`config.mk`:
```
export PLATFORM = sky130hd
export DESIGN_NAME = sar_adc_ctrl
export DESIGN_NICKNAME = d
export VERILOG_FILES = /design/src/rtl/sar_pkg.sv /design/src/rtl/start_edge_sync.sv /design/src/rtl/chan_latch.sv /design/src/rtl/sar_engine.sv /design/src/rtl/sar_adc_ctrl.sv
export SDC_FILE = /design/constraint.sdc
export NUM_CORES = 1
export LEC_CHECK = 0
export ABC_AREA = 1
export BUFFER_PORTS_ARGS = -buffer_cell sky130_fd_sc_hd__buf_2
export CORE_MARGIN = 2
export CORE_UTILIZATION = 36
export DETAILED_ROUTE_END_ITERATION = 10
export SYNTH_ARGS = -nofsm -noshare
export SYNTH_HDL_FRONTEND = slang
export SYNTH_SLANG_ARGS = --single-unit
```
`constraint.sdc`:
```
create_clock -name clk -period 2.35 [get_ports clk]
set_input_delay 0.47 -clock clk [delete_from_list [all_inputs] [get_ports clk]]
set_output_delay 0.47 -clock clk [all_outputs]
set_load 0.02 [all_outputs]
```
`src/rtl/sar_pkg.sv`:
```
package sar_pkg;
  typedef enum logic [1:0] {
    ST_IDLE  = 2'd0,
    ST_TRIAL = 2'd1,
    ST_LOAD  = 2'd2
  } sar_state_t;
endpackage

```
`src/rtl/start_edge_sync.sv`:
```
module start_edge_sync #(
  parameter int STAGES = 2
) (
  input  logic clk,
  input  logic rst,
  input  logic start_in,
  output logic fall_o
);
  localparam int LAST = STAGES;

  logic [LAST:0] shreg;

  always_ff @(posedge clk) begin
    if (rst) shreg <= '0;
    else     shreg <= {shreg[LAST-1:0], start_in};
  end

  // one stage past the synchroniser is high, the synchronised value is low
  assign fall_o = shreg[LAST] & ~shreg[LAST-1];
endmodule

```
`src/rtl/chan_latch.sv`:
```
module chan_latch #(
  parameter int N_CH = 8,
  localparam int AW = $clog2(N_CH)
) (
  input  logic            clk,
  input  logic            rst,
  input  logic [AW-1:0]   addr_in,
  input  logic            le,
  output logic [N_CH-1:0] sel_o
);
  logic [AW-1:0] addr_q;

  always_ff @(posedge clk) begin
    if (rst)     addr_q <= '0;
    else if (le) addr_q <= addr_in;
  end

  for (genvar i = 0; i < N_CH; i++) begin : g_dec
    assign sel_o[i] = (addr_q == AW'(i));
  end


  addr_hold_chk: assert property (@(posedge clk) disable iff (rst)
    !le |=> $stable(sel_o));
endmodule

```
`src/rtl/sar_engine.sv`:
```
module sar_engine
  import sar_pkg::*;
#(
  parameter int W = 8,
  localparam int IW = $clog2(W)
) (
  input  logic         clk,
  input  logic         rst,
  input  logic         launch,
  input  logic         cmp_ge,
  output logic [W-1:0] trial_o,
  output logic [W-1:0] result_o,
  output logic         eoc_o
);
  localparam logic [W-1:0]  MSB_ONE = W'(1) << (W - 1);
  localparam logic [IW-1:0] TOP_IDX = IW'(W - 1);

  sar_state_t    state;
  logic [W-1:0]  trial;
  logic [IW-1:0] idx;
  logic [W-1:0]  result;
  logic          eoc;

  always_ff @(posedge clk) begin
    if (rst) begin
      state  <= ST_IDLE;
      trial  <= '0;
      idx    <= '0;
      result <= '0;
      eoc    <= 1'b0;
    end else begin
      eoc <= 1'b0;
      if (launch) begin
        state <= ST_TRIAL;
        trial <= MSB_ONE;
        idx   <= TOP_IDX;
      end else begin
        case (state)
          ST_TRIAL: begin
            trial[idx] <= cmp_ge;
            if (idx == '0) begin
              state <= ST_LOAD;
            end else begin
              trial[idx - 1'b1] <= 1'b1;
              idx               <= idx - 1'b1;
            end
          end
          ST_LOAD: begin
            result <= trial;
            eoc    <= 1'b1;
            state  <= ST_IDLE;
          end
          default: state <= ST_IDLE;
        endcase
      end
    end
  end

  assign trial_o  = trial;
  assign result_o = result;
  assign eoc_o    = eoc;


  msb_first_chk: assert property (@(posedge clk) disable iff (rst)
    launch |=> (trial_o == MSB_ONE));

  eoc_pulse_chk: assert property (@(posedge clk) disable iff (rst)
    eoc_o |=> !eoc_o);

  result_atomic_chk: assert property (@(posedge clk) disable iff (rst)
    !$stable(result_o) |-> eoc_o);

  launch_quiet_chk: assert property (@(posedge clk) disable iff (rst)
    launch |=> !eoc_o);
endmodule

```
`src/rtl/sar_adc_ctrl.sv`:
```
module sar_adc_ctrl #(
  parameter int RES_W   = 8,
  parameter int N_CH    = 8,
  parameter int SYNC_FF = 2,
  localparam int AW = $clog2(N_CH)
) (
  input  logic             clk,
  input  logic             rst,
  input  logic [AW-1:0]    ch_addr,
  input  logic             addr_le,
  input  logic             start_in,
  input  logic             out_en,
  input  logic             cmp_ge,
  output logic [N_CH-1:0]  chan_sel,
  output logic [RES_W-1:0] dac_code,
  output logic             eoc,
  output logic [RES_W-1:0] data_out
);
  logic             launch;
  logic [RES_W-1:0] result;

  start_edge_sync #(.STAGES(SYNC_FF)) u_sync (
    .clk(clk), .rst(rst), .start_in(start_in), .fall_o(launch)
  );

  chan_latch #(.N_CH(N_CH)) u_chan (
    .clk(clk), .rst(rst), .addr_in(ch_addr), .le(addr_le), .sel_o(chan_sel)
  );

  sar_engine #(.W(RES_W)) u_eng (
    .clk(clk), .rst(rst), .launch(launch), .cmp_ge(cmp_ge),
    .trial_o(dac_code), .result_o(result), .eoc_o(eoc)
  );

  assign data_out = out_en ? result : '0;


  rise_ignored_chk: assert property (@(posedge clk) disable iff (rst)
    $rose(start_in) |=> !eoc || $past(eoc));
endmodule

```
==> Word-level counts from Yosys, hierarchy flattened <==
Index checks and enable logic that the tools add are counted.
{ "word_totals": {"mem_bits_rw": 0, "reg_bits": 28, "latchBits": 0, "wordCells": 55, "memories": 0, "rom_bits": 0} }
{ "op_classes": {"bitwise": 5, "eq_ne": 11, "muxes": 16, "reduce_logical": 9, "shift": 0, "div_mod_pow": 0, "magnitude_cmp": 4, "n_addsub": 1, "n_mul": 0} }
{ "op_table": {"columns": ["operator", "n"], "rows": [
  ["8-bit two-way mux", 4],
  ["3-bit equality test, second input constant", 4],
  ["3-bit two-way mux", 3],
  ["8-bit bitwise mux", 1],
  ["3-bit by 4-bit < comparator with 1-bit output, second input constant", 2],
  ["8-bit OR", 1],
  ["1-bit demux with 3-bit select", 2],
  ["3-bit by 2-bit equality test with 1-bit output, second input constant", 2],
  ["3-bit by 1-bit greater-or-equal comparator with 1-bit output, second input constant", 2],
  ["3-bit logical NOT", 2],
  ["1-bit two-way mux", 6],
  ["2-bit AND reduction", 2],
  ["3-bit by 1-bit equality test with 1-bit output, second input constant", 1],
  ["3-bit by 2-bit != test with 1-bit output, second input constant", 1],
  ["1-bit NOT", 3],
  ["3-bit OR reduction", 1],
  ["3-bit by 1-bit subtractor with 3-bit output, second input constant", 1],
  ["2-bit by 1-bit equality test with 1-bit output, second input constant", 1],
  ["2-bit equality test, second input constant", 1],
  ["1-bit logical AND", 2],
  ["2-bit != test, second input constant", 1],
  ["2-bit nonzero test", 1],
  ["2-bit OR reduction", 1],
  ["1-bit bitwise AND", 1]
]} }

==> Depth between registers and ports, before layout <==
Gate-level depths: netlist of the first run.
{ "logic_depth": {"word_depth": 9, "ltp_mapped": 10, "depth_no_buf": 10} }

==> Cells and area by module <==
From an unflattened synthesis of the first run, not the netlist that was laid out.
{ "hier_totals": {"cells_unflattened": 199, "hier_area_um2": 1331.3} }
{ "modules_own_cells": {"columns": ["module", "area_each_um2", "cells_each", "seq_area_each_um2", "instances"], "rows": [
  ["sar_engine", 982.2, 141, 440.4, 1],
  ["chan_latch", 191.4, 30, 60.1, 1],
  ["start_edge_sync", 92.6, 11, 60.1, 1],
  ["sar_adc_ctrl", 65.1, 17, 0.0, 1]
]} }

==> Least setup slack after synthesis of the first run <==
OpenSTA, ideal clock, no wires.
{ "synth_timing": {"kind": "register to output", "startpoint": "reg u_chan.addr_q[2]", "endpoint": "out chan_sel[7]", "arrival_ns": 0.968, "required_time_ns": 1.880, "stages_incl_launch_ff": 3, "path_buffers": 0, "slack_ns": 0.912, "path_cell_list": "dfxtp_1 -> inv_1 -> nor3_1"} }
{ "synth_via": {"elab_chain_len": 1} }
{ "synth_rtl": {"columns": ["item", "line", "rtl"], "rows": [
  ["start, declared", "chan_latch.sv:11", "logic [AW-1:0] addr_q;"],
  ["start signal, assigned", "chan_latch.sv:15", "else if (le) addr_q <= addr_in;"],
  ["3-bit equality test", "chan_latch.sv:19", "assign sel_o[i] = (addr_q == AW'(i));"],
  ["end, declared", "sar_adc_ctrl.sv:14", "output logic [N_CH-1:0] chan_sel,"]
]} }
No other way between the ends.

==> Worst setup path after layout of the first run <==
{ "layout_timing": {"startpoint": "reg u_chan.addr_q[2]", "endpoint": "out chan_sel[6]"} }
Same word-level chain as after synthesis.

==> metrics, run 1 <==
status=finished clean; Net Switching=between 0.2 and 0.25 mW; Area Growth Syn to Fin=17.5%; largest net degree at the start of global routing=16; clock sinks=28; RSZ-0062 raised after global routing=no; total CTS buffers=3; commonest non-fill, non-tap cells in the layout=nand2_1 (52), inv_1 (33), nor2_1 (33), buf_2 (33), dfxtp_1 (28); met3 usage=3.65%; global routing usage on met1=19.4%; CP required=1.88 ns; Skew-Pair Late Insertion Delay=0.32 ns; HP Class=in2reg; PwrDens=505 nW/um^2; CP Class=reg2out; Worst Path Arrival=1.21 ns; met2 Use GR=24.3%; die area=4170 sq um; most common cell after layout, fill and taps aside=nand2_1; worst reg2reg endpoint=u_eng.trial_o[3]; CP Capture Point=chan_sel[6]; post-synthesis simple-gate area fraction=about 36%; Max FO, Critical Path=5; mux share of post-synthesis cell area=0%; H-tree levels=1; CTS tree=done; Final Critical Period=1.68 ns; row cnt=21; reg2reg setup slack=0.92 ns; Post-route DRC=0; hold path startpoint=start_in; dpl hpwl=2130 um; number of global-route vias before repair=1,135; Cell Area, Synth=1320 sq um; Clk pwr share=24.3%; final wirelength=2710 um; Sw Share=26.4%; pre-CTS WS=0.944 ns; Max Slew Vio Count=0; post-CTS sizing=0; gpl congestion=0.857; Longest Clk Path Bufs=2; Synth warnings=0; Core Util, Final=between 40% and 50%; period utilisation layout=between 70% and 80%; #FFs+latches synth=28; Die Span X=64.6 um; Internal=0.576 mW; antenna violations before repair=0; R2R depth=9; max_slew headroom=70.2%; Via density=4.48; # nets final=251; Fmax=596 MHz; I/O Buffers=33; first-pass GRT wire length=4960 um; clk_skew=0.00426 ns; Reg-to-Reg Start=u_eng.idx[1]; post-synthesis compound-gate area fraction=9.10%; starting density of the core=about two fifths; Setup TNS=0 ns; via count=1,271; Core Box Area=3420 sq um; Synth Area in XOR/XNOR=0%; DRT antenna net count=0; worst-margin pin slew=0.446 ns; cell count after synthesis=a little over 200; Seq/Total Area, Yosys=a little over two fifths; crit end category=output port; worst vdd ir=0.227 mV; global route overflow=0; # diodes=0; IO Count=34; Clk Tree Root Cell=clkbuf_4; Reg power frac=63.3%; Hold Violations, Final=0; Worst Hold Depth=3; Vert. Die Dim=64.6 um; CP startpoint=u_chan.addr_q[2]; synthesized area per cell=6.44 sq um; DR iter-0 viols=56; Final setup viols=0; # fillers=between 300 and 400; DR WL/cell=approximately 9.5 um; max cap viols=0; CTS clock-pin slew for the worst setup and hold paths=0.14 ns; leak pwr=0.883 nW; drt first pass iters=4; hold_buf cts=0; layout cell share with drive strength beyond 1=17.6%; Post-Synth Adder-Cell Area=about 1.9%; number of library cell types mapped by synthesis=15; post-CTS setup buffer count=0; Syn Nets=about 220; main combinational cell family by area after synthesis=simple AND/OR/NAND/NOR gates; GRT Total Usage=14.9%; combinational share of power=around 12%; GR peak layer=met2; post-layout worst setup margin=about 0.67 ns; CP startpoint kind=flop
logic make-up after synthesis:
kind of cell    count (synthesis)
fa+ha+maj                       2
compound gates                 24
flops                          28
buf+inv                        38
simple gates                  113
registers in the layout, summed over array words and instances (netlist names):
register and count:
u_eng.idx 3, u_eng.trial_o 8, u_eng.result_o 8, u_sync.shreg 3, u_chan.addr_q 3, u_eng.eoc_o 1
u_eng.state 2
worst min path at each step:
stage / endpoint
2_1_floorplan: u_sync.shreg[1]
3_3_place_gp: u_sync.shreg[1]
3_5_place_dp: u_sync.shreg[1]
4_1_cts: u_sync.shreg[0]
5_1_grt: u_sync.shreg[0]
6_report: u_sync.shreg[0]
through the flow:
| step | instances | hold WS, ns | power (mW) | cell area (sq um) |
|---|---|---|---|---|
| floorplan | 205 | 0.388 | 0.574 | 1320 |
| global placement | 281 | 0.389 | 0.604 | 1530 |
| detailed placement | 281 | 0.399 | 0.603 | 1530 |
| CTS | 284 | 0.323 | 0.794 | 1550 |
| global route | 284 | 0.335 | 0.836 | 1550 |
| finish | 284 | 0.333 | 0.783 | 1550 |
layout make-up:
| cell class | count | area (sq um) | area share, % |
|---|---|---|---|
| Tap cell | 46 | 57.6 | 3.71 |
| Clock buffer | 3 | 22.5 | 1.45 |
| Sequential cell | 28 | 561 | 36.1 |
| Timing Repair Buffer | 33 | 165 | 10.6 |
| Inverter | 35 | 131 | 8.47 |
| Multi-Input combinational cell | 139 | 614 | 39.6 |
power by group through the flow:
stage               clock network [mW]  registers, mW  logic [mW]
detailed placement                   0          0.506      0.0970
global route                     0.225          0.499       0.112
CTS                              0.201          0.496      0.0973
floorplan                            0          0.505      0.0691
finish                           0.190          0.496      0.0967
global placement                     0          0.506      0.0976
worst max-delay path: stages (launching register included):
cell and delay, ns:
dfxtp_1 0.42, inv_1 0.11, nor3_1 0.17, buf_2 0.19
routing by layer:
metal	up-vias	routed length, um
li1	697	-
met1	550	1380
met2	22	1200
met3	2	110
met4	0	24
met5	-	0
synthesized netlist by cell type (all sizes together):
master  number  area, sq um
nor3         8         40.0
nand2       54          208
o21ai       17         85.1
nor2        35          141
a21oi        7         35.0
buf          2         10.0
dfxtp       28          561
ha           2         25.0
inv         35          131
nand3       16         80.1
clkbuf       1         3.75
Note: power is estimated with default switching activity, not from simulation.
==> run 2: changes to the inputs <==
- clock period: 2.35 -> 1.65 ns (I/O delays scaled with it)
==> run 2 against run 1 <==
Count of clock-buffer cells in the layout is the same. Critical path type unchanged. Non-clock buffer count is the same. First-iteration DRC count shrank 7.1%. Wire length grew 2.4%. Sequential cell count is the same. Die area is the same. Sequential power grew 43%. Via count grew 0.47%. Total power grew 65%. Utilization grew 0.99 points.
==> metrics, run 2 (same netlist as run 1, synthesis figures left out) <==
H-tree levels=1 (unchanged); commonest non-fill, non-tap cells in the layout=nand2_1 (52), inv_1 (33), nor2_1 (33), buf_2 (33), dfxtp_1 (25); DR iter-0 viols=52 (-7.1%); total power=1.29 mW (+65%); Die Span X=64.6 um (unchanged); Hold Violations, Final=0 (unchanged); metal3 WL=110 um (unchanged); GRT Total Usage=14.8% (-0.10 points); via count=1,277 (+0.47%); Final Critical Period=around 1.5 ns; Core Util, Final=46.4% (+0.99 points); Worst Path Arrival=1.15 ns (-0.06 ns); gpl congestion=0.841 (-1.8%); DR WL/cell=9.73 um (+2.0%); Fmax=677 MHz; M1 wire length=1380 um (+0.22%); Max Slew Vio Count=0 (unchanged); starting density of the core=38.6% (unchanged); CP Class=reg2out; clock sinks=28 (unchanged); Max FO, Critical Path=5 (unchanged); largest net degree at the start of global routing=17 (+1); crit end category=output port; max_slew headroom=69.0% (-1.2 points); RSZ-0062 raised after global routing=no; post-CTS setup buffer count=0 (unchanged); CTS clock-pin slew for the worst setup and hold paths=0.13 ns (about the same); number of global-route vias before repair=1,133 (-0.18%); Final setup viols=0 (unchanged); IO Count=34 (unchanged); layout cell share with drive strength beyond 1=19.2% (+1.6 points); die area=4170 sq um (unchanged); most common cell after layout, fill and taps aside=nand2_1; PwrDens=817 nW/um^2 (+62%); Skew-Pair Late Insertion Delay=0.33 ns (about the same); Area Growth Syn to Fin=20.1%; Core Box Area=3420 sq um (unchanged); Vert. Die Dim=64.6 um (unchanged); clk_skew=0.0238 ns (+0.0195 ns); status=finished clean; period utilisation layout=roughly 90%; dpl hpwl=2130 um (about the same); CTS tree=done; final wirelength=2770 um (+2.4%); worst vdd ir=0.466 mV (+110%); global route overflow=0 (unchanged); top sig layer=met4; first-pass GRT wire length=4980 um (+0.40%); Clk Tree Root Cell=clkbuf_4; metal2 WL=1230 um (+3.1%); leak pwr=0.898 nW (+1.7%); area of the multi-input gates=614 sq um (unchanged); CP startpoint kind=flop; # diodes=0 (unchanged); # nets final=251 (unchanged); Sequential Area=564 sq um (+0.67%); total CTS buffers=3 (unchanged); Setup TNS=0 ns (unchanged); Longest Clk Path Bufs=2 (unchanged); row cnt=21 (unchanged); CP required=1.32 ns (-0.56 ns); Via density=4.48 (+0.12%); # fillers=381 (-3.5%); DRT antenna net count=0 (unchanged); antenna violations before repair=0 (unchanged); worst-margin pin slew=0.464 ns (+0.0178 ns); HP Class=in2reg; max cap viols=0 (unchanged); I/O Buffers=33 (unchanged); Post-route DRC=0 (unchanged); drt first pass iters=4 (unchanged)
run 2: changes by cell type in the layout (fill, tap and decap cells not counted):
| cell | before | now |
|---|---|---|
| dfxtp_1 | 28 | 25 |
| dfxtp_2 | 0 | 3 |
| bufinv_16 | 0 | 1 |
run 2: worst paths after layout:
| path | endpoint | slack (ns) | cells past startpoint | startpoint |
|---|---|---|---|---|
| worst max-delay path | chan_sel[7] | 0.17 | 3 | u_chan.addr_q[2] |
| worst min register to register | u_sync.shreg[1] | 0.41 | 2 | u_sync.shreg[0] |
| worst min-delay path | u_sync.shreg[0] | 0.20 | 3 | start_in |
| worst max register to register | u_eng.trial_o[7] | 0.25 | 9 | u_eng.idx[1] |
run 2: per-stage QoR:
stage / cell area, sq um / std cells / worst slack, ns / hold WS [ns]
2_1_floorplan: 1320 / 205 / 0.352 / 0.388
3_3_place_gp: 1530 / 281 / 0.318 / 0.390
3_5_place_dp: 1530 / 281 / 0.328 / 0.400
4_1_cts: 1580 / 285 / 0.107 / 0.188
5_1_grt: 1590 / 285 / 0.0497 / 0.195
6_report: 1590 / 285 / 0.172 / 0.200
run 2: per-layer routing:
| layer | track usage [%] | up-vias |
|---|---|---|
| li1 | - | 698 |
| met1 | 19.6 | 551 |
| met2 | 24.6 | 24 |
| met3 | 2.26 | 4 |
| met4 | 5.05 | 0 |
| met5 | 0 | - |
run 2: what timing repair did:
| item | CTS | global route |
|---|---|---|
| resized for setup | 0 | 3 |
| hold buffers | 0 | 0 |
| endpoints found under the setup margin | 0 | 2 |
run 2: layout make-up:
| cell class | count | share of cell area (%) |
|---|---|---|
| Clock inverter | 1 | 1.89 |
| Timing Repair Buffer | 33 | 10.4 |
| Multi-Input combinational cell | 139 | 38.8 |
| Sequential cell | 28 | 35.6 |
| Tap cell | 46 | 3.63 |
| Clock buffer | 3 | 1.42 |
| Inverter | 35 | 8.29 |
run 2: power breakdown:
| group | switching (mW) | internal [mW] |
|---|---|---|
| clock network | 0.202 | 0.246 |
| logic | 0.0969 | 0.0435 |
| registers | 0.0132 | 0.693 |
| total | 0.312 | 0.983 |
run 2: worst max-delay path, stage by stage, from the launching register on:
cell     delay, ns
dfxtp_2       0.38
inv_1         0.09
nor3_1        0.18
buf_2         0.19
==> run 3: changes to the inputs <==
- CORE_ASPECT_RATIO: unset -> 0.8
==> run 3 against run 2 <==
Sequential power about the same. Cell area increased by 1.1%. Utilization fell by 0.23 points. Hold slack improved by 0.052 ns. Global-route usage rose by 0.053 points. Clock power up 20%. Worst setup slack gained 0.0016 ns. Wire length grew 3.9%. Sequential cell count unchanged. Largest power group unchanged.
==> metrics, run 3 (same netlist as run 1, synthesis figures left out) <==
Final Hold Slack=0.252 ns (+0.0516 ns); die area=4170 sq um (about the same); via count=1,248 (-2.3%); # nets final=252 (+0.40%); Vert. Die Dim=58.2 um (-9.9%); starting density of the core=38.0% (-0.61 points); Final Critical Period=1.48 ns (-0.00160 ns); Hold Violations, Final=0 (unchanged); CP Buf/Inv Count=2 (unchanged); final wirelength=2880 um (+3.9%); Worst Path Arrival=1.15 ns (about the same); global route overflow=0 (unchanged); Max FO, Critical Path=5 (unchanged); max_slew headroom=74.0% (+5.0 points); # diodes=0 (unchanged); CP required=1.32 ns (about the same); IO Count=34 (unchanged); Via density=4.43 (-1.2%); GRT Total Usage=14.9% (+0.053 points); RSZ-0062 raised after global routing=no; slowest stage delay, CP=0.41 ns (+0.03 ns); # placed instances=278 (-1.1%); CP Class=reg2out; Longest Clk Path Bufs=2 (unchanged); critical-path cell list=inv_1 -> nor3_1 -> buf_2; HP Class=in2reg; max cap viols=0 (unchanged); drt first pass iters=4 (unchanged); DR WL/cell=10.2 um (+5.0%); number of global-route vias before repair=1,111 (-1.9%); CTS clock-pin slew for the worst setup and hold paths=0.10 ns (-0.03 ns); Fmax=677 MHz (+0.11%); antenna violations before repair=0 (unchanged); H-tree levels=1 (unchanged); PwrDens=864 nW/um^2 (+5.8%); CTS tree=done; Skew-Pair Late Insertion Delay=0.27 ns (-0.06 ns); pre-CTS WS=0.271 ns (-0.0574 ns); Clk Tree Root Cell=clkbuf_8; slowest CP cell=dfxtp_1; CP delay by family, top=flip-flops; Final setup viols=0 (unchanged); Core Box Area=3470 sq um (+1.6%); DRT antenna net count=0 (unchanged); Max Slew Vio Count=0 (unchanged); Post-route DRC=0 (unchanged); post-CTS sizing=0 (unchanged); CP startpoint=u_chan.addr_q[0]; first-pass GRT wire length=4940 um (-0.82%); total power=1.39 mW (+7.0%); status=finished clean; clock sinks=28 (unchanged); largest net degree at the start of global routing=17 (unchanged); DR iter-0 viols=49 (-5.8%); post-CTS setup buffer count=0 (unchanged); Reg-to-Reg Start=u_eng.idx[0]; worst vdd ir=0.491 mV (+5.2%); most common cell after layout, fill and taps aside=nand2_1; I/O Buffers=33 (unchanged); CP startpoint kind=flop; Finished Layout Cells=282 (-1.1%); dpl hpwl=2210 um (+3.8%); Die Span X=71.7 um (+11%); layout cell share with drive strength beyond 1=18.3% (-0.91 points); Area Growth Syn to Fin=21.4%; hold_buf cts=0 (unchanged); period utilisation layout=89.5% (-0.097 points); post-layout worst setup margin=0.174 ns (+0.00160 ns); worst-margin pin slew=0.390 ns (-0.0739 ns); hold path startpoint=start_in; Setup TNS=0 ns (unchanged); gpl congestion=0.807 (-4.0%); commonest non-fill, non-tap cells in the layout=nand2_1 (52), inv_1 (33), nor2_1 (33), buf_2 (33), dfxtp_1 (28); leak pwr=0.911 nW (+1.4%); row cnt=19 (-9.5%); clk_skew=0.00308 ns (-0.0207 ns); crit end category=output port; total CTS buffers=3 (unchanged)
==> run 3: cell types whose count changed in the layout (fill, tap and decap cells not counted) <==
| cell | previous run | this run |
|---|---|---|
| buf_4 | 0 | 1 |
| clkbuf_4 | 3 | 0 |
| clkbuf_8 | 0 | 3 |
| dfxtp_2 | 3 | 0 |
| dfxtp_1 | 25 | 28 |
==> run 3: through the flow <==
| stage | utilization (%) | cell area, sq um |
|---|---|---|
| after floorplan | - | 1320 |
| after global placement | 44.1 | 1530 |
| after detailed placement | 44.1 | 1530 |
| after CTS | 46.2 | 1600 |
| after global routing | 46.2 | 1600 |
| final | 46.2 | 1600 |
==> run 3: final cells by class <==
| cell class | count | area [sq um] |
|---|---|---|
| clock buffer | 3 | 41.3 |
| clock inverter | 1 | 30.0 |
| fill | 387 | 1870 |
| inverter | 35 | 131 |
| multi-input combinational | 139 | 614 |
| sequential | 28 | 561 |
| tap | 42 | 52.6 |
| timing repair buffer | 34 | 173 |
==> run 3: worst reg2reg max path: stages (launching register included) <==
cell,delay [ns]
dfxtp_1,0.40
inv_1,0.13
ha_1,0.23
inv_1,0.05
nand2_1,0.04
nand2_1,0.09
inv_1,0.07
o21ai_0,0.25
a21oi_1,0.07
==> run 3: worst paths after layout <==
check | depth (start not counted) | slack [ns] | to
hold / removal | 3 | 0.25 | u_sync.shreg[0]
setup / recovery | 3 | 0.17 | chan_sel[3]
setup reg to reg | 8 | 0.20 | u_eng.idx[2]
hold reg to reg | 2 | 0.42 | u_sync.shreg[1]
==> run 3: power by group <==
| group | leakage (nW) | switching [mW] | total [mW] | internal, mW |
|---|---|---|---|---|
| Clock | 0.0357 | 0.213 | 0.538 | 0.325 |
| Combinational | 0.648 | 0.0978 | 0.142 | 0.0440 |
| Sequential | 0.227 | 0.0140 | 0.705 | 0.691 |
| Total | 0.911 | 0.325 | 1.39 | 1.06 |
==> run 3: layer usage <==
metal	vias to the layer above	wire length, um	track usage (%)
li1	698	-	-
met1	519	1530	21.0
met2	29	1170	22.8
met3	2	163	4.52
met4	0	22	2.43
met5	-	0	0
